File: src/rtl/erase_seq_pkg.sv
package erase_seq_pkg;

    typedef enum logic [2:0] {
        ST_IDLE,
        ST_CHECK,
        ST_ISSUE,
        ST_WAIT,
        ST_FINISH,
        ST_ABORT
    } seq_state_e;

    typedef enum logic {
        CAUSE_REJECT = 1'b0,
        CAUSE_BLOCK  = 1'b1
    } fail_cause_e;

endpackage

File: src/rtl/ers_region_lookup.sv
module ers_region_lookup #(
    parameter int              AW          = 32,
    parameter longint unsigned BOUNDARY    = 64'h20000,
    parameter longint unsigned SMALL_BYTES = 64'h4000,
    parameter longint unsigned LARGE_BYTES = 64'h20000
) (
    input  logic [AW:0] addr,
    output logic [AW:0] step
);
    localparam logic [AW:0] BOUND_V = BOUNDARY[AW:0];
    localparam logic [AW:0] SMALL_V = SMALL_BYTES[AW:0];
    localparam logic [AW:0] LARGE_V = LARGE_BYTES[AW:0];

    // A single comparator against the fixed region edge picks the block size.
    always_comb begin
        if (addr >= BOUND_V) begin
            step = LARGE_V;
        end else begin
            step = SMALL_V;
        end
    end
endmodule

File: src/rtl/ers_req_check.sv
module ers_req_check #(
    parameter int              AW          = 32,
    parameter longint unsigned TOTAL       = 64'h400000,
    parameter longint unsigned BOUNDARY    = 64'h20000,
    parameter longint unsigned SMALL_BYTES = 64'h4000,
    parameter longint unsigned LARGE_BYTES = 64'h20000
) (
    input  logic [AW-1:0] start,
    input  logic [AW-1:0] len,
    output logic [AW:0]   end_addr,
    output logic          zero_len,
    output logic          bad
);
    localparam logic [AW:0] TOTAL_V = TOTAL[AW:0];
    localparam int          NPROBE  = 2;

    logic [AW:0]       probe      [NPROBE];
    logic [AW:0]       probe_step [NPROBE];
    logic [NPROBE-1:0] misal;
    logic              overflow;

    // The sum carries into bit AW, so a wrap-around never looks small.
    assign end_addr = {1'b0, start} + {1'b0, len};
    assign probe[0] = {1'b0, start};
    assign probe[1] = end_addr;

    // Each end of the range is aligned against its own region's block size.
    for (genvar g = 0; g < NPROBE; g++) begin : g_probe
        ers_region_lookup #(
            .AW         (AW),
            .BOUNDARY   (BOUNDARY),
            .SMALL_BYTES(SMALL_BYTES),
            .LARGE_BYTES(LARGE_BYTES)
        ) u_lookup (
            .addr(probe[g]),
            .step(probe_step[g])
        );
        assign misal[g] = |(probe[g] & (probe_step[g] - (AW+1)'(1)));
    end

    assign overflow = end_addr > TOTAL_V;
    assign zero_len = (len == '0);
    assign bad      = overflow | (|misal);
endmodule

File: src/rtl/ers_fsm.sv
module ers_fsm
    import erase_seq_pkg::*;
#(
    parameter int AW = 32
) (
    input  logic          clk,
    input  logic          rst_n,
    input  logic          req_valid,
    input  logic [AW-1:0] req_start,
    input  logic [AW-1:0] req_len,
    output logic          req_ready,
    output logic [AW-1:0] start_q,
    output logic [AW-1:0] len_q,
    input  logic [AW:0]   chk_end,
    input  logic          chk_zero,
    input  logic          chk_bad,
    output logic [AW-1:0] cur_addr,
    input  logic [AW:0]   cur_step,
    output logic          blk_valid,
    input  logic          blk_ready,
    input  logic          cmp_valid,
    input  logic          cmp_fail,
    output logic          busy,
    output logic          done,
    output logic          error,
    output logic          err_cause
);
    seq_state_e  state_q, state_d;
    fail_cause_e cause_q;
    logic [AW-1:0] cur_q;
    logic [AW:0]   end_q;
    logic [AW:0]   nxt_addr;

    assign nxt_addr = {1'b0, cur_q} + cur_step;

    // next-state decision
    always_comb begin
        state_d = state_q;
        unique case (state_q)
            ST_IDLE:   if (req_valid) state_d = ST_CHECK;
            ST_CHECK: begin
                if (chk_zero)     state_d = ST_FINISH;
                else if (chk_bad) state_d = ST_ABORT;
                else              state_d = ST_ISSUE;
            end
            ST_ISSUE:  if (blk_ready) state_d = ST_WAIT;
            ST_WAIT: begin
                if (cmp_valid) begin
                    if (cmp_fail)              state_d = ST_ABORT;
                    else if (nxt_addr == end_q) state_d = ST_FINISH;
                    else                        state_d = ST_ISSUE;
                end
            end
            ST_FINISH: state_d = ST_IDLE;
            ST_ABORT:  state_d = ST_IDLE;
            default:   state_d = ST_IDLE;
        endcase
    end

    // state and datapath registers
    always_ff @(posedge clk or negedge rst_n) begin
        if (!rst_n) begin
            state_q <= ST_IDLE;
            start_q <= '0;
            len_q   <= '0;
            cur_q   <= '0;
            end_q   <= '0;
            cause_q <= CAUSE_REJECT;
        end else begin
            state_q <= state_d;
            unique case (state_q)
                ST_IDLE: begin
                    if (req_valid) begin
                        start_q <= req_start;
                        len_q   <= req_len;
                    end
                end
                ST_CHECK: begin
                    cur_q <= start_q;
                    end_q <= chk_end;
                    if (!chk_zero && chk_bad) cause_q <= CAUSE_REJECT;
                end
                ST_WAIT: begin
                    if (cmp_valid) begin
                        if (cmp_fail) cause_q <= CAUSE_BLOCK;
                        else          cur_q   <= nxt_addr[AW-1:0];
                    end
                end
                default: ;
            endcase
        end
    end

    // outputs decoded from the state
    always_comb begin
        req_ready = (state_q == ST_IDLE);
        busy      = (state_q != ST_IDLE);
        blk_valid = (state_q == ST_ISSUE);
        done      = (state_q == ST_FINISH);
        error     = (state_q == ST_ABORT);
        err_cause = cause_q;
        cur_addr  = cur_q;
    end


    blk_hold_chk: assert property (@(posedge clk) disable iff (!rst_n)
        (blk_valid && !blk_ready) |=> (blk_valid && $stable(cur_addr)));


    no_issue_while_wait_chk: assert property (@(posedge clk) disable iff (!rst_n)
        (blk_valid && blk_ready) |=> !blk_valid);


    pulse_excl_chk: assert property (@(posedge clk) disable iff (!rst_n)
        !(done && error));


    done_pulse_chk: assert property (@(posedge clk) disable iff (!rst_n)
        done |=> !done);


    busy_end_chk: assert property (@(posedge clk) disable iff (!rst_n)
        $fell(busy) |-> $past(done || error));


    stop_after_error_chk: assert property (@(posedge clk) disable iff (!rst_n)
        error |=> (!blk_valid && !busy));
endmodule

File: src/rtl/erase_range_seq.sv
module erase_range_seq #(
    parameter int              AW          = 32,
    parameter longint unsigned PARAM_BYTES = 64'h4000,
    parameter longint unsigned PARAM_COUNT = 8,
    parameter longint unsigned MAIN_BYTES  = 64'h20000,
    parameter longint unsigned MAIN_COUNT  = 31
) (
    input  logic          clk,
    input  logic          rst_n,
    input  logic          req_valid,
    output logic          req_ready,
    input  logic [AW-1:0] req_start,
    input  logic [AW-1:0] req_len,
    output logic          blk_valid,
    input  logic          blk_ready,
    output logic [AW-1:0] blk_addr,
    output logic          blk_region,
    input  logic          cmp_valid,
    input  logic          cmp_fail,
    output logic          busy,
    output logic          done,
    output logic          error,
    output logic          err_cause
);
    localparam longint unsigned BOUNDARY = PARAM_BYTES * PARAM_COUNT;
    localparam longint unsigned TOTAL    = BOUNDARY + MAIN_BYTES * MAIN_COUNT;
    localparam logic [AW:0]     LARGE_V  = MAIN_BYTES[AW:0];

    logic [AW-1:0] start_q, len_q, cur_addr;
    logic [AW:0]   chk_end, cur_step;
    logic          chk_zero, chk_bad;

    ers_req_check #(
        .AW         (AW),
        .TOTAL      (TOTAL),
        .BOUNDARY   (BOUNDARY),
        .SMALL_BYTES(PARAM_BYTES),
        .LARGE_BYTES(MAIN_BYTES)
    ) u_check (
        .start   (start_q),
        .len     (len_q),
        .end_addr(chk_end),
        .zero_len(chk_zero),
        .bad     (chk_bad)
    );

    ers_region_lookup #(
        .AW         (AW),
        .BOUNDARY   (BOUNDARY),
        .SMALL_BYTES(PARAM_BYTES),
        .LARGE_BYTES(MAIN_BYTES)
    ) u_cur_lookup (
        .addr({1'b0, cur_addr}),
        .step(cur_step)
    );

    ers_fsm #(.AW(AW)) u_fsm (
        .clk      (clk),
        .rst_n    (rst_n),
        .req_valid(req_valid),
        .req_start(req_start),
        .req_len  (req_len),
        .req_ready(req_ready),
        .start_q  (start_q),
        .len_q    (len_q),
        .chk_end  (chk_end),
        .chk_zero (chk_zero),
        .chk_bad  (chk_bad),
        .cur_addr (cur_addr),
        .cur_step (cur_step),
        .blk_valid(blk_valid),
        .blk_ready(blk_ready),
        .cmp_valid(cmp_valid),
        .cmp_fail (cmp_fail),
        .busy     (busy),
        .done     (done),
        .error    (error),
        .err_cause(err_cause)
    );

    assign blk_addr   = cur_addr;
    assign blk_region = (cur_step == LARGE_V);


    blk_aligned_chk: assert property (@(posedge clk) disable iff (!rst_n)
        blk_valid |-> (({1'b0, blk_addr} & (cur_step - (AW+1)'(1))) == '0));


    blk_in_device_chk: assert property (@(posedge clk) disable iff (!rst_n)
        blk_valid |-> ({1'b0, blk_addr} < TOTAL[AW:0]));
endmodule

File: config.mk
export PLATFORM = sky130hd
export DESIGN_NAME = erase_range_seq
export DESIGN_NICKNAME = d
export VERILOG_FILES = /design/src/rtl/erase_seq_pkg.sv /design/src/rtl/ers_region_lookup.sv /design/src/rtl/ers_req_check.sv /design/src/rtl/ers_fsm.sv /design/src/rtl/erase_range_seq.sv
export SDC_FILE = /design/constraint.sdc
export NUM_CORES = 1
export LEC_CHECK = 0
export BUFFER_PORTS_ARGS = -buffer_cell sky130_fd_sc_hd__buf_2
export CORE_UTILIZATION = 55
export CTS_CLUSTER_DIAMETER = 100
export CTS_CLUSTER_SIZE = 25
export DETAILED_ROUTE_END_ITERATION = 10
export PLACE_DENSITY = 0.77
export SETUP_SLACK_MARGIN = 0.2
export SYNTH_ARGS = -nofsm -noshare
export SYNTH_HDL_FRONTEND = slang
export SYNTH_HIERARCHICAL = 1
export SYNTH_SLANG_ARGS = --single-unit
File: constraint.sdc
create_clock -name clk -period 4.9 [get_ports clk]
set_clock_uncertainty 0.05 [all_clocks]
set_input_delay 0 -clock clk [delete_from_list [all_inputs] [get_ports clk]]
set_output_delay 0 -clock clk [all_outputs]
set_load 0.005 [all_outputs]
* Word level (Yosys, flattened, before mapping)
Index checks and enable logic that the tools add are counted.
Widths: inputs -> output; s select.
** Storage, ports and cells
- Bits in registers :: 133
- Output and inout port bits :: 39
- Word-level logic and storage cells :: 59
** Cells by class
- Add/sub/neg operators :: 4
- Magnitude comparators :: 4
- Equal/unequal tests :: 13
- Mux-type cells :: 18
- Bitwise logic cells :: 3
- Reductions and logical operators :: 11
** Operators with widths (count)
- $reduce_or 66->1 :: 1
- $ge 32x18->1 const B :: 2
- $mux 32 :: 2
- $pmux 32 s2 :: 1
- $mux 18 :: 3
- $sub 18x1->19 const B :: 2
- $add 32x18->33 :: 1
- $add 32x32->33 :: 1
- $and 32x33->33 :: 1
- $and 33x33->33 :: 1
- $eq 33x18->1 const B :: 1
- $eq 33x33->1 :: 1
- $ge 33x18->1 const B :: 1
- $gt 33x23->1 const B :: 1
- $logic_not 32->1 :: 1
- $mux 3 :: 7
- $pmux 3 s4 :: 1
- $ne 2x2->1 const B :: 4
- $eq 3x2->1 const B :: 2
- $eq 3x3->1 const B :: 2
- $reduce_and 3->1 :: 2
- $ne 2x1->1 const B :: 2
- $reduce_and 4->1 :: 1
- $eq 3x1->1 const B :: 1
- other kinds (9) :: 11

* Depth between registers and ports, before layout
Gate-level depths: netlist of run 1.
- Depth in word-level cells :: 10
- Depth in mapped cells :: 25
- Depth with buffers taken out :: 25

* By module
The synthesis of run 1 kept the hierarchy.
** Modules (own cells, without submodules)
- ers_fsm :: times used 1, cells each 846, area an instance 8546.9 sq um, sequential area each 3328.2 sq um
- ers_req_check :: times used 1, cells each 451, area an instance 3113.0 sq um, sequential area each 0.0 sq um
- ers_region_lookup :: times used 3, cells each 38, area an instance 282.8 sq um, sequential area each 0.0 sq um
- erase_range_seq :: times used 1, cells each 13, area an instance 107.6 sq um, sequential area each 0.0 sq um

* Worst setup path before layout of run 1
OpenSTA, ideal clock, no wires.
- Kind :: register to register
- Start :: register u_fsm.start_q[0]
- End :: register u_fsm.state_q[2]
- Setup time :: 0.119 ns
- Data arrival time :: 5.279 ns
- Data required time :: 4.731 ns
- Path slack :: -0.548 ns
- Stages on the path, launching flop included :: 24
- Path buffers :: 0
- Cells stage by stage :: dfrtp_1 > ha_1 > inv_1 > fa_1 > nand2b_1 > a211oi_1 > o211ai_1 > a21oi_1 > o21ai_0 > a32oi_1 > a21o_1 > a21oi_1 > xnor2_1 > nor4_1 > and4_1 > nor4_1 > xor2_1 > a211o_1 > or4b_1 > or4b_1 > o21ai_0 > or2b_2 > a21oi_1 > nor2_1
** RTL lines
- start: declaration :: RTL line ers_fsm.sv:12 : output logic [AW-1:0] start_q,
- start signal: assignment :: RTL line ers_fsm.sv:74 : start_q <= req_start;
- end signal: assignment :: RTL line ers_fsm.sv:70 : state_q <= state_d;
- end: declaration :: RTL line ers_fsm.sv:28 : seq_state_e state_q, state_d;

==> results of run 1 <==
==> placed cells by master (no fill, tap or decap), types with 10 or more instances in the layout <==
cell and n:
sky130_fd_sc_hd__nand2b_1 13, sky130_fd_sc_hd__nand3_1 20, sky130_fd_sc_hd__buf_2 107, sky130_fd_sc_hd__ha_1 64
sky130_fd_sc_hd__mux2_2 100, sky130_fd_sc_hd__nor2_1 125, sky130_fd_sc_hd__nand4_1 36, sky130_fd_sc_hd__conb_1 84
sky130_fd_sc_hd__nor4_2 11, sky130_fd_sc_hd__a211oi_1 13, sky130_fd_sc_hd__mux2i_1 10, sky130_fd_sc_hd__o211ai_1 11
sky130_fd_sc_hd__or3_1 12, sky130_fd_sc_hd__clkbuf_16 17, sky130_fd_sc_hd__inv_1 29, sky130_fd_sc_hd__nand2_1 94
sky130_fd_sc_hd__buf_4 142, sky130_fd_sc_hd__dfrtp_1 133, sky130_fd_sc_hd__o21ai_0 44, sky130_fd_sc_hd__a21oi_1 125
sky130_fd_sc_hd__or4_1 11, sky130_fd_sc_hd__xnor2_1 52, sky130_fd_sc_hd__nor4_1 35, sky130_fd_sc_hd__nor3_1 29
sky130_fd_sc_hd__xor2_1 75, sky130_fd_sc_hd__a21o_1 18, sky130_fd_sc_hd__dlygate4sd3_1 69
==> layer usage <==
metal	track usage (%)	up-vias	part of all wire (%)
met3	5.897	109	7.0
li1	-	5581	-
met4	13.37	0	3.4
met5	0	-	0
met1	43.05	5724	42
met2	57.75	498	48
==> state kept, by name (all words and copies together) (netlist names) <==
register and count:
u_fsm/start_q 32, u_fsm/end_q 33, u_fsm/len_q 32, u_fsm/err_cause 1, u_fsm/state_q 3, u_fsm/cur_addr 32
==> worst paths after layout <==
| path | slack [ns] | to | depth (start not counted) | from |
|---|---|---|---|---|
| min in group asynchronous | 0.16 | u_fsm/start_q[5]$_DFFE_PN0P_ | 2 | rst_n |
| hold reg to reg | 0.47 | u_fsm/err_cause$_DFFE_PN0P_ | 2 | u_fsm/err_cause$_DFFE_PN0P_ |
| max in group asynchronous | 3.50 | u_fsm/end_q[26]$_DFFE_PN0P_ | 3 | rst_n |
| hold / removal | 0.10 | u_fsm/state_q[0]$_DFFE_PN0P_ | 5 | req_valid |
| setup / recovery | -0.48 | u_fsm/state_q[2]$_DFFE_PN0P_ | 23 | u_fsm/start_q[0]$_DFFE_PN0P_ |
| setup reg to reg | -0.48 | u_fsm/state_q[2]$_DFFE_PN0P_ | 23 | u_fsm/start_q[0]$_DFFE_PN0P_ |
==> metrics by stage <==
stage	setup TNS (ns)	utilization, %	cells
after detailed placement	-1.537	62.49	1865
after global placement	-1.240	62.49	1865
final	-1.795	69.07	1977
after floorplan	-0.2806	-	1492
after global routing	-2.424	69.07	1977
after CTS	-0.6078	68.87	1973
==> final cells by class <==
| type | count | area share, % |
|---|---|---|
| multi-input combinational | 1183 | 56.35 |
| sequential | 133 | 21.81 |
| timing repair buffer | 319 | 15.10 |
| clock buffer | 18 | 2.878 |
| tap | 280 | 2.296 |
| clock inverter | 14 | 0.8281 |
| inverter | 30 | 0.7379 |
==> worst reg2reg max path, stage by stage (launching register included) <==
cell                       delay [ns]
sky130_fd_sc_hd__dfrtp_1         0.36
sky130_fd_sc_hd__ha_2            0.20
sky130_fd_sc_hd__inv_2           0.04
sky130_fd_sc_hd__fa_2            0.34
sky130_fd_sc_hd__nand2b_4        0.16
sky130_fd_sc_hd__a211oi_4        0.26
sky130_fd_sc_hd__o211ai_1        0.18
sky130_fd_sc_hd__a21oi_2         0.23
sky130_fd_sc_hd__o21ai_2         0.10
sky130_fd_sc_hd__a32oi_2         0.28
sky130_fd_sc_hd__a21o_1          0.18
sky130_fd_sc_hd__a21oi_2         0.07
sky130_fd_sc_hd__xnor2_2         0.16
sky130_fd_sc_hd__nor4_2          0.27
sky130_fd_sc_hd__buf_4           0.16
sky130_fd_sc_hd__nand4_1         0.18
sky130_fd_sc_hd__xor2_1          0.22
sky130_fd_sc_hd__a211o_1         0.26
sky130_fd_sc_hd__or4b_1          0.50
sky130_fd_sc_hd__or4b_4          0.53
sky130_fd_sc_hd__o21ai_2         0.14
sky130_fd_sc_hd__or2b_4          0.28
sky130_fd_sc_hd__a21oi_2         0.09
sky130_fd_sc_hd__nor2_1          0.04
==> what timing repair did <==
action | CTS | global route
setup endpoints to repair | 4 | 4
resized for setup | 18 | 3
setup buffers | 7 | 4
hold buffers | 69 | 0
endpoints found under the hold margin | 154 | 0
cloned | 0 | 0
pin swaps | 19 | 13
==> flow_metrics.env, run 1 <==
export IMPL_post_synth_instance_area_sq_um=12530
export IMPL_worst_hold_slack_ns=0.1027
export IMPL_max_clock_freq_mhz=185.8
export IMPL_post_drt_via_cell_ratio=6.025
export IMPL_dpl_instance_area_sq_um=13810
export IMPL_max_cap_violations=0
export IMPL_post_route_worst_setup_slack_ns=-0.4825
export IMPL_worst_path_dominant_cell_family="simple AND/OR/NAND/NOR gates"
export IMPL_cts_tree="built"
export IMPL_detail_route_first_pass_iterations=6
export IMPL_setup_worst_path_class="reg2reg"
export IMPL_arrival_ns=5.65
export IMPL_clock_net_sink_count=133
export IMPL_area_of_all_sequential_standard_cells_sq_um=3328
export IMPL_failed_checks="negative setup slack"
export IMPL_finalHoldViolCount=0
export IMPL_library_cell_contributing_the_largest_single_delay_on_the_critical_path="sky130_fd_sc_hd__or4b_4"
export IMPL_globalplace_congestion=0.9505
export IMPL_first_pass_grt_wire_length_mm=61.87
export IMPL_worstPathRequired_ns=5.17
export IMPL_critical_path_endpoint_type="flip-flop"
export IMPL_design_portCount=109
export IMPL_outcome="finished, violations left"
export IMPL_report_final_setup_viol=4
export IMPL_worst_slew_pin_tran_ns=1.042
export IMPL_holdCritPathClass="in2reg"
export IMPL_initial_core_util_pct=56.73
export IMPL_vias=11910
export IMPL_critPathMostFrequentCell="sky130_fd_sc_hd__a21oi_2"
export IMPL_multi_input_area_sq_um=8600
export IMPL_clock_tree_buffer_depth=2
export IMPL_slew_viol_final=0
export IMPL_clockRootBuffer="sky130_fd_sc_hd__clkbuf_16"
export IMPL_grt_setup_unrepaired="yes"
export IMPL_finish_instance_area_sq_um=15260
export IMPL_worstSetupStartpointType="flip-flop"
export IMPL_netlist_instances=1413
export IMPL_buffer_ports_inserted=108
export IMPL_fin_nets=1822
export IMPL_track_usage_pct=34.02
export IMPL_dp_hpwl_mm=29.30
export IMPL_fillers=1718
export IMPL_die_width_microns=153.0
export IMPL_yosysWarningCount=6
export IMPL_die_area_sq_um=23400
export IMPL_drt_iter0_drc=892
export IMPL_cts_htree_levels=4
export IMPL_global_route_overflow_total=0
export IMPL_critical_path_peak_fanout=2
export IMPL_drcViolationCount=0
export IMPL_antenna_found_initial=0
export IMPL_ant_nets=0
export IMPL_timing_final_crit_period_ns=5.382
export IMPL_std_cell_rows=54
export IMPL_maximum_number_of_pins_on_one_net_before_global_route_repair=88
export IMPL_cts_clk_slew_worst_paths_ns=0.07
export IMPL_worst_skew_pair_late_latency_ns=0.43
export IMPL_coreArea_sq_um=22090
export IMPL_layout_cell_share_with_drive_strength_beyond_1_pct=27.40
export IMPL_syn_avg_cell_area_sq_um=8.870
export IMPL_place_ws_ns=-0.5000
export IMPL_buffer_and_inverter_count_on_the_worst_path=2
export IMPL_die_h_microns=153.0
export IMPL_tritoncts_num_buffers=17
export IMPL_routed_wirelength_mm=39.50
export IMPL_avgRoutedWirePerCell_microns=19.98
export IMPL_crit_chain="ha_2 > inv_2 > fa_2 > nand2b_4 > a211oi_4 > o211ai_1 > a21oi_2 > o21ai_2 > a32oi_2 > a21o_1 > a21oi_2 > xnor2_2 > nor4_2 > buf_4 > nand4_1 > xor2_1 > a211o_1 > or4b_1 > or4b_4 > o21ai_2 > or2b_4 > a21oi_2 > nor2_1"
export IMPL_period_share_pct=109.8
export IMPL_insertedDiodeCount=0
export IMPL_areaGrowthSynthToFinish_pct=21.75
export IMPL_critical_path_max_stage_delay_ns=0.53
export IMPL_worst_rel_slew_slack_pct=30.52
export IMPL_via_count_of_the_first_global_routing_pass=11780
Power of run 1 is not shown: default switching activity piles up to over one toggle a cycle in this logic, so the estimate is an artifact.
==> inputs of run 2 (changes only) <==
--- a/config.mk
+++ b/config.mk
@@ -10,7 +10,7 @@
 export CTS_CLUSTER_DIAMETER = 100
 export CTS_CLUSTER_SIZE = 25
 export DETAILED_ROUTE_END_ITERATION = 10
-export PLACE_DENSITY = 0.77
+export PLACE_DENSITY = 0.74
 export SETUP_SLACK_MARGIN = 0.2
 export SYNTH_ARGS = -nofsm -noshare
 export SYNTH_HDL_FRONTEND = slang
==> constraint.sdc (replaced) <==
create_clock -name clk -period 5.03 [get_ports clk]
set_clock_uncertainty 0.05 [all_clocks]
set_input_delay 0 -clock clk [delete_from_list [all_inputs] [get_ports clk]]
set_output_delay 0 -clock clk [all_outputs]
set_load 0.005 [all_outputs]
==> run 2 against run 1 <==
- the run still ends with negative setup slack left
- die area stayed put
- final area is 0.79% lower
- wire length is 2.1% lower
- critical path depth is 2 higher
- worst hold slack better by 0.11 ns
- fmax is 1.6% higher
- global-route usage is 0.93 points lower
- non-clock buffer count is 20 lower
- register-to-register slack better by 0.21 ns
- critical path type unchanged
- highest routed layer unchanged
==> flow_metrics.env, run 2 (synthesis gave the netlist of run 1 again) <==
export IMPL_max_cap_violations=0
export IMPL_library_cell_contributing_the_largest_single_delay_on_the_critical_path="sky130_fd_sc_hd__or4b_4"
export IMPL_largest_register_ffs=33
export IMPL_report_final_setup_viol=4
export IMPL_areaGrowthSynthToFinish_pct=20.79
export IMPL_std_cell_rows=54
export IMPL_detail_route_first_pass_iterations=5
export IMPL_timing_final_crit_period_ns=5.298
export IMPL_post_route_worst_setup_slack_ns=-0.2685
export IMPL_clock_tree_buffer_depth=2
export IMPL_clock_net_sink_count=133
export IMPL_drcViolationCount=0
export IMPL_arrival_ns=5.56
export IMPL_coreArea_sq_um=22090
export IMPL_design_portCount=109
export IMPL_buffer_ports_inserted=108
export IMPL_final_core_utilization_pct=68.52
export IMPL_worst_setup_path_startpoint="u_fsm/len_q[0]$_DFFE_PN0P_"
export IMPL_worst_rel_slew_slack_pct=36.36
export IMPL_global_route_overflow_total=0
export IMPL_critical_path_peak_fanout=5
export IMPL_top_register="u_fsm/end_q"
export IMPL_ff2ff_setup_slack_ns=-0.27
export IMPL_mostFrequentLayoutCell="sky130_fd_sc_hd__dfrtp_1"
export IMPL_layout_cell_share_with_drive_strength_beyond_1_pct=26.75
export IMPL_cell_depth_of_the_worst_flop_to_flop_path=25
export IMPL_die_h_microns=153.0
export IMPL_setup_worst_path_class="reg2reg"
export IMPL_vias=11720
export IMPL_slew_viol_final=0
export IMPL_routed_wirelength_mm=38.65
export IMPL_globalplace_congestion=0.9336
export IMPL_critical_path_endpoint_type="flip-flop"
export IMPL_maximum_number_of_pins_on_one_net_before_global_route_repair=104
export IMPL_cts_htree_levels=4
export IMPL_cts_clk_slew_worst_paths_ns=0.06
export IMPL_finish_cell_count_without_fillers=1955
export IMPL_die_width_microns=153.0
export IMPL_outcome="finished, violations left"
export IMPL_critical_path_max_stage_delay_ns=0.51
export IMPL_avgRoutedWirePerCell_microns=19.77
export IMPL_period_share_pct=105.3
export IMPL_buffer_and_inverter_count_on_the_worst_path=3
export IMPL_fin_nets=1802
export IMPL_antenna_found_initial=0
export IMPL_regToRegStartpoint="u_fsm/len_q[0]$_DFFE_PN0P_"
export IMPL_grt_setup_unrepaired="yes"
export IMPL_first_pass_grt_wire_length_mm=60.53
export IMPL_drt_iter0_drc=806
export IMPL_failed_checks="negative setup slack"
export IMPL_worstPathRequired_ns=5.30
export IMPL_tritoncts_num_buffers=17
export IMPL_die_area_sq_um=23400
export IMPL_cts_tree="built"
export IMPL_ant_nets=0
export IMPL_worstSetupStartpointType="flip-flop"
export IMPL_insertedDiodeCount=0
export IMPL_most_common_layout_cells="sky130_fd_sc_hd__dfrtp_1, sky130_fd_sc_hd__a21oi_1, sky130_fd_sc_hd__nor2_1"
export IMPL_track_usage_pct=33.09
export IMPL_crit_reg2reg_capture="u_fsm/state_q[2]$_DFFE_PN0P_"
export IMPL_place_inst=1847
export IMPL_holdCritPathClass="in2async"
export IMPL_worst_path_dominant_cell_family="simple AND/OR/NAND/NOR gates"
export IMPL_clockRootBuffer="sky130_fd_sc_hd__clkbuf_16"
export IMPL_fillers=1728
export IMPL_worst_slew_pin_tran_ns=0.9546
export IMPL_worst_skew_pair_late_latency_ns=0.43
export IMPL_via_count_of_the_first_global_routing_pass=11470
export IMPL_post_drt_via_cell_ratio=5.996
export IMPL_initial_core_util_pct=56.73
export IMPL_max_clock_freq_mhz=188.7
export IMPL_finalHoldViolCount=0
export IMPL_dp_hpwl_mm=29.01
export IMPL_worst_hold_slack_ns=0.2095
run 2: cell count changes in the layout (fill, tap and decap cells not counted), sizes merged:
cell / change
buf: -21
inv: -3
clkbuf: +1
clkinv: +1
clkinvlp: -1
dlygate4sd3: +1
run 2: worst register-to-register path: cells and delay by family (launching register included):
kind                     cells  cell delay (ns)
buffers and inverters        3             0.29
flip-flops                   1             0.36
adder cells (fa/ha/maj)      2             0.56
XOR/XNOR                     2             0.31
AND/OR/NAND/NOR             12             2.46
AO/OA/AOI/OAI                6             1.18
run 2: layer usage:
metal,global-route usage (%),share of wire (%),wire length [microns],up-vias
li1,-,-,-,5546
met5,0,0,0,-
met1,43.52,43,16760,5644
met3,4.168,5.7,2217,80
met2,56.03,48,18510,452
met4,11.64,3.0,1160,0
run 2: final cells by class:
cell class	instances	area (sq um)	share of cell area, %
Multi-Input combinational cell	1183	8627	56.98
Inverter	30	112.6	0.7438
Clock buffer	19	452.9	2.992
Tap cell	280	350.3	2.314
Sequential cell	133	3328	21.98
Timing Repair Buffer	299	2163	14.29
Clock inverter	11	105.1	0.6942
run 2: what timing repair did:
action | CTS | global route
setup endpoints to repair | 4 | 4
hold buffers | 70 | 0
pin swaps | 12 | 11
buffers inserted | 5 | 3
resized for setup | 17 | 14
endpoints found under the hold margin | 170 | 0
run 2: worst max path at each step:
| stage | depth (start not counted) | slack (ns) | end |
|---|---|---|---|
| 4_1_cts | 25 | -0.17 | u_fsm/state_q[2]$_DFFE_PN0P_ |
| 3_5_place_dp | 25 | -0.38 | u_fsm/state_q[2]$_DFFE_PN0P_ |
| 6_report | 25 | -0.27 | u_fsm/state_q[2]$_DFFE_PN0P_ |
| 5_1_grt | 25 | -0.44 | u_fsm/state_q[2]$_DFFE_PN0P_ |
| 3_3_place_gp | 25 | -0.32 | u_fsm/state_q[2]$_DFFE_PN0P_ |
| 2_1_floorplan | 25 | -0.11 | u_fsm/state_q[2]$_DFFE_PN0P_ |
run 2: through the flow:
step / worst slack (ns) / TNS (ns) / cell area [sq um]
2_1_floorplan: -0.1134 / -0.1134 / 12880
5_1_grt: -0.4410 / -1.437 / 15140
6_report: -0.2685 / -0.6153 / 15140
3_5_place_dp: -0.3759 / -1.103 / 13670
4_1_cts: -0.1732 / -0.2560 / 15040
3_3_place_gp: -0.3151 / -0.8086 / 13670
Power of run 2 is left out for the same reason.
==> inputs of run 3 (changes only) <==
--- a/config.mk
+++ b/config.mk
@@ -5,13 +5,14 @@
 export SDC_FILE = /design/constraint.sdc
 export NUM_CORES = 1
 export LEC_CHECK = 0
+export ABC_AREA = 1
 export BUFFER_PORTS_ARGS = -buffer_cell sky130_fd_sc_hd__buf_2
 export CORE_UTILIZATION = 55
 export CTS_CLUSTER_DIAMETER = 100
 export CTS_CLUSTER_SIZE = 25
 export DETAILED_ROUTE_END_ITERATION = 10
 export PLACE_DENSITY = 0.74
-export SETUP_SLACK_MARGIN = 0.2
+export SETUP_SLACK_MARGIN = 0.4
 export SYNTH_ARGS = -nofsm -noshare
 export SYNTH_HDL_FRONTEND = slang
 export SYNTH_HIERARCHICAL = 1
==> run 3 against run 2 <==
- the run now ends clean
- area after synthesis up 23%
- final cell count up 60%
- critical path depth up 8
- via count up 45%
- first-iteration DRC count up 93%
- non-clock buffer count down 88
- count of clock-buffer cells in the layout down 1
- critical path type unchanged
- largest cell class unchanged
==> flow_metrics.env, run 3 <==
export IMPL_worstPathRequired_ns=5.28
export IMPL_ff2ff_setup_slack_ns=0.62
export IMPL_antenna_found_initial=2
export IMPL_via_count_of_the_first_global_routing_pass=15820
export IMPL_timing_hold_worst_endpoint="u_fsm/state_q[2]$_DFFE_PN0P_"
export IMPL_vias=16950
export IMPL_routed_wirelength_mm=56.92
export IMPL_min_delay_start="req_valid"
export IMPL_clock_net_sink_count=133
export IMPL_design_portCount=109
export IMPL_worstSetupStartpointType="flip-flop"
export IMPL_crit_reg2reg_capture="u_fsm/state_q[0]$_DFFE_PN0P_"
export IMPL_worst_rel_slew_slack_pct=32.78
export IMPL_power_leakage_nw=9.701
export IMPL_outcome="complete, no violations"
export IMPL_clock_tree_buffer_depth=2
export IMPL_setup_worst_path_class="reg2reg"
export IMPL_critical_path_max_stage_delay_ns=0.44
export IMPL_critical_path_endpoint_type="flip-flop"
export IMPL_insertedDiodeCount=0
export IMPL_critPathMostFrequentCell="sky130_fd_sc_hd__nand2_1"
export IMPL_finalHoldViolCount=0
export IMPL_tritoncts_num_buffers=17
export IMPL_worst_slew_pin_tran_ns=1.007
export IMPL_post_drt_via_cell_ratio=5.413
export IMPL_syn_avg_cell_area_sq_um=6.034
export IMPL_avgRoutedWirePerCell_microns=18.18
export IMPL_areaGrowthSynthToFinish_pct=15.56
export IMPL_grt_setup_unrepaired="no"
export IMPL_buffer_ports_inserted=108
export IMPL_slew_viol_final=0
export IMPL_library_cell_contributing_the_largest_single_delay_on_the_critical_path="sky130_fd_sc_hd__dfrtp_1"
export IMPL_max_cap_violations=0
export IMPL_die_width_microns=169.1
export IMPL_cts_clk_slew_worst_paths_ns=0.07
export IMPL_most_common_layout_cells="sky130_fd_sc_hd__nand2_1, sky130_fd_sc_hd__inv_1, sky130_fd_sc_hd__nor2_1"
export IMPL_max_clock_freq_mhz=227.0
export IMPL_drcViolationCount=0
export IMPL_top_register="u_fsm/end_q"
export IMPL_dp_hpwl_mm=44.01
export IMPL_max_vdd_ir_drop_uv=524.4
export IMPL_die_area_sq_um=28610
export IMPL_fin_nets=2884
export IMPL_detail_route_first_pass_iterations=6
export IMPL_coreArea_sq_um=27180
export IMPL_drt_iter0_drc=1552
export IMPL_report_final_setup_viol=0
export IMPL_holdCritPathClass="in2reg"
export IMPL_track_usage_pct=38.99
export IMPL_worst_skew_pair_late_latency_ns=0.42
export IMPL_largest_register_ffs=33
export IMPL_post_synth_instance_area_sq_um=15360
export IMPL_cts_htree_levels=4
export IMPL_period_share_pct=87.59
export IMPL_worst_setup_path_startpoint="u_fsm/len_q[5]$_DFFE_PN0P_"
export IMPL_clockRootBuffer="sky130_fd_sc_hd__clkbuf_16"
export IMPL_timing_hold_worst_path_depth=3
export IMPL_p_per_area_nw_per_um2=757.1
export IMPL_regToRegStartpoint="u_fsm/len_q[5]$_DFFE_PN0P_"
export IMPL_cts_tree="built"
export IMPL_std_cell_rows=60
export IMPL_mostFrequentLayoutCell="sky130_fd_sc_hd__nand2_1"
export IMPL_die_h_microns=169.1
export IMPL_globalplace_congestion=1.027
export IMPL_yosysWarningCount=6
export IMPL_first_pass_grt_wire_length_mm=84.30
export IMPL_cell_depth_of_the_worst_flop_to_flop_path=33
export IMPL_layout_cell_share_with_drive_strength_beyond_1_pct=15.08
export IMPL_netlist_instances=2546
export IMPL_ant_nets=0
export IMPL_arrival_ns=4.65
export IMPL_global_route_overflow_total=0
export IMPL_final_core_utilization_pct=65.33
export IMPL_finalSetupTns_ns=0
export IMPL_initial_core_util_pct=56.53
export IMPL_maximum_number_of_pins_on_one_net_before_global_route_repair=66
export IMPL_critical_path_peak_fanout=5
export IMPL_timing_final_crit_period_ns=4.406
run 3: changes by cell type in the layout (fill, tap and decap cells not counted), moves of 41 or more:
| cell | delta |
|---|---|
| sky130_fd_sc_hd__a21oi_1 | -47 |
| sky130_fd_sc_hd__buf_4 | -85 |
| sky130_fd_sc_hd__inv_1 | +366 |
| sky130_fd_sc_hd__nand2_1 | +727 |
| sky130_fd_sc_hd__nand2_2 | +51 |
| sky130_fd_sc_hd__nand3_1 | +190 |
| sky130_fd_sc_hd__nor2_1 | +161 |
| sky130_fd_sc_hd__xnor2_1 | -41 |
| sky130_fd_sc_hd__xor2_1 | -55 |
run 3: routing by layer:
metal,part of all wire [%],vias up,GRT usage (%)
met4,6.4,4,22.33
li1,-,8209,-
met3,7.8,212,5.690
met1,40,7672,47.73
met5,0.047,-,0
met2,45,850,65.54
run 3: per-stage QoR:
stage | power (W) | cell area (sq um) | setup WS, ns | cells | hold slack, ns
6_report | 0.01344 | 17750 | 0.6243 | 3131 | 0.05156
5_1_grt | 0.01448 | 17750 | 0.3054 | 3131 | 0.03123
4_1_cts | 0.01241 | 17390 | 0.4261 | 3120 | 0.005439
3_5_place_dp | 0.01098 | 16090 | 0.4177 | 3019 | -0.1573
3_3_place_gp | 0.01088 | 16090 | 0.4472 | 3019 | -0.1577
2_1_floorplan | 0.008371 | 15700 | 1.394 | 2635 | -0.3456
run 3: final cells by class:
| type | count | area (sq um) |
|---|---|---|
| Inverter | 404 | 1516 |
| Clock buffer | 18 | 429.2 |
| Timing Repair Buffer | 211 | 1503 |
| Sequential cell | 133 | 3344 |
| Tap cell | 372 | 465.4 |
| Clock inverter | 14 | 175.2 |
| Multi-Input combinational cell | 1979 | 10320 |
| Fill cell | 2484 | 9422 |
run 3: how the worst max path moves through the flow:
stage | end | slack [ns] | depth (start not counted)
2_1_floorplan | u_fsm/state_q[0]$_DFFE_PN0P_ | 1.39 | 33
3_3_place_gp | u_fsm/state_q[0]$_DFFE_PN0P_ | 0.45 | 33
3_5_place_dp | u_fsm/state_q[0]$_DFFE_PN0P_ | 0.42 | 33
4_1_cts | u_fsm/state_q[0]$_DFFE_PN0P_ | 0.43 | 33
5_1_grt | u_fsm/state_q[1]$_DFFE_PN0P_ | 0.31 | 33
6_report | u_fsm/state_q[0]$_DFFE_PN0P_ | 0.62 | 33
run 3: timing repair:
action / CTS / global route
endpoints found under the setup margin: 1 / 4
hold endpoints to repair: 144 / 0
setup buffers: 0 / 11
hold buffers: 69 / 0
resized for setup: 1 / 60
pin swaps: 0 / 2
run 3: report_power, final:
group	switching, W	internal (W)
Clock	0.000556	0.000787
Sequential	0.000684	0.00163
Combinational	0.00644	0.00334
run 3: worst max-delay path: cells and delay by family, from the launching register on:
family	cells	cell delay [ns]
compound gates	1	0.19
flops	1	0.44
fa+ha+maj	1	0.33
simple gates	28	3.05
buf+inv	3	0.21
Note: power is estimated with default switching activity, not from simulation.
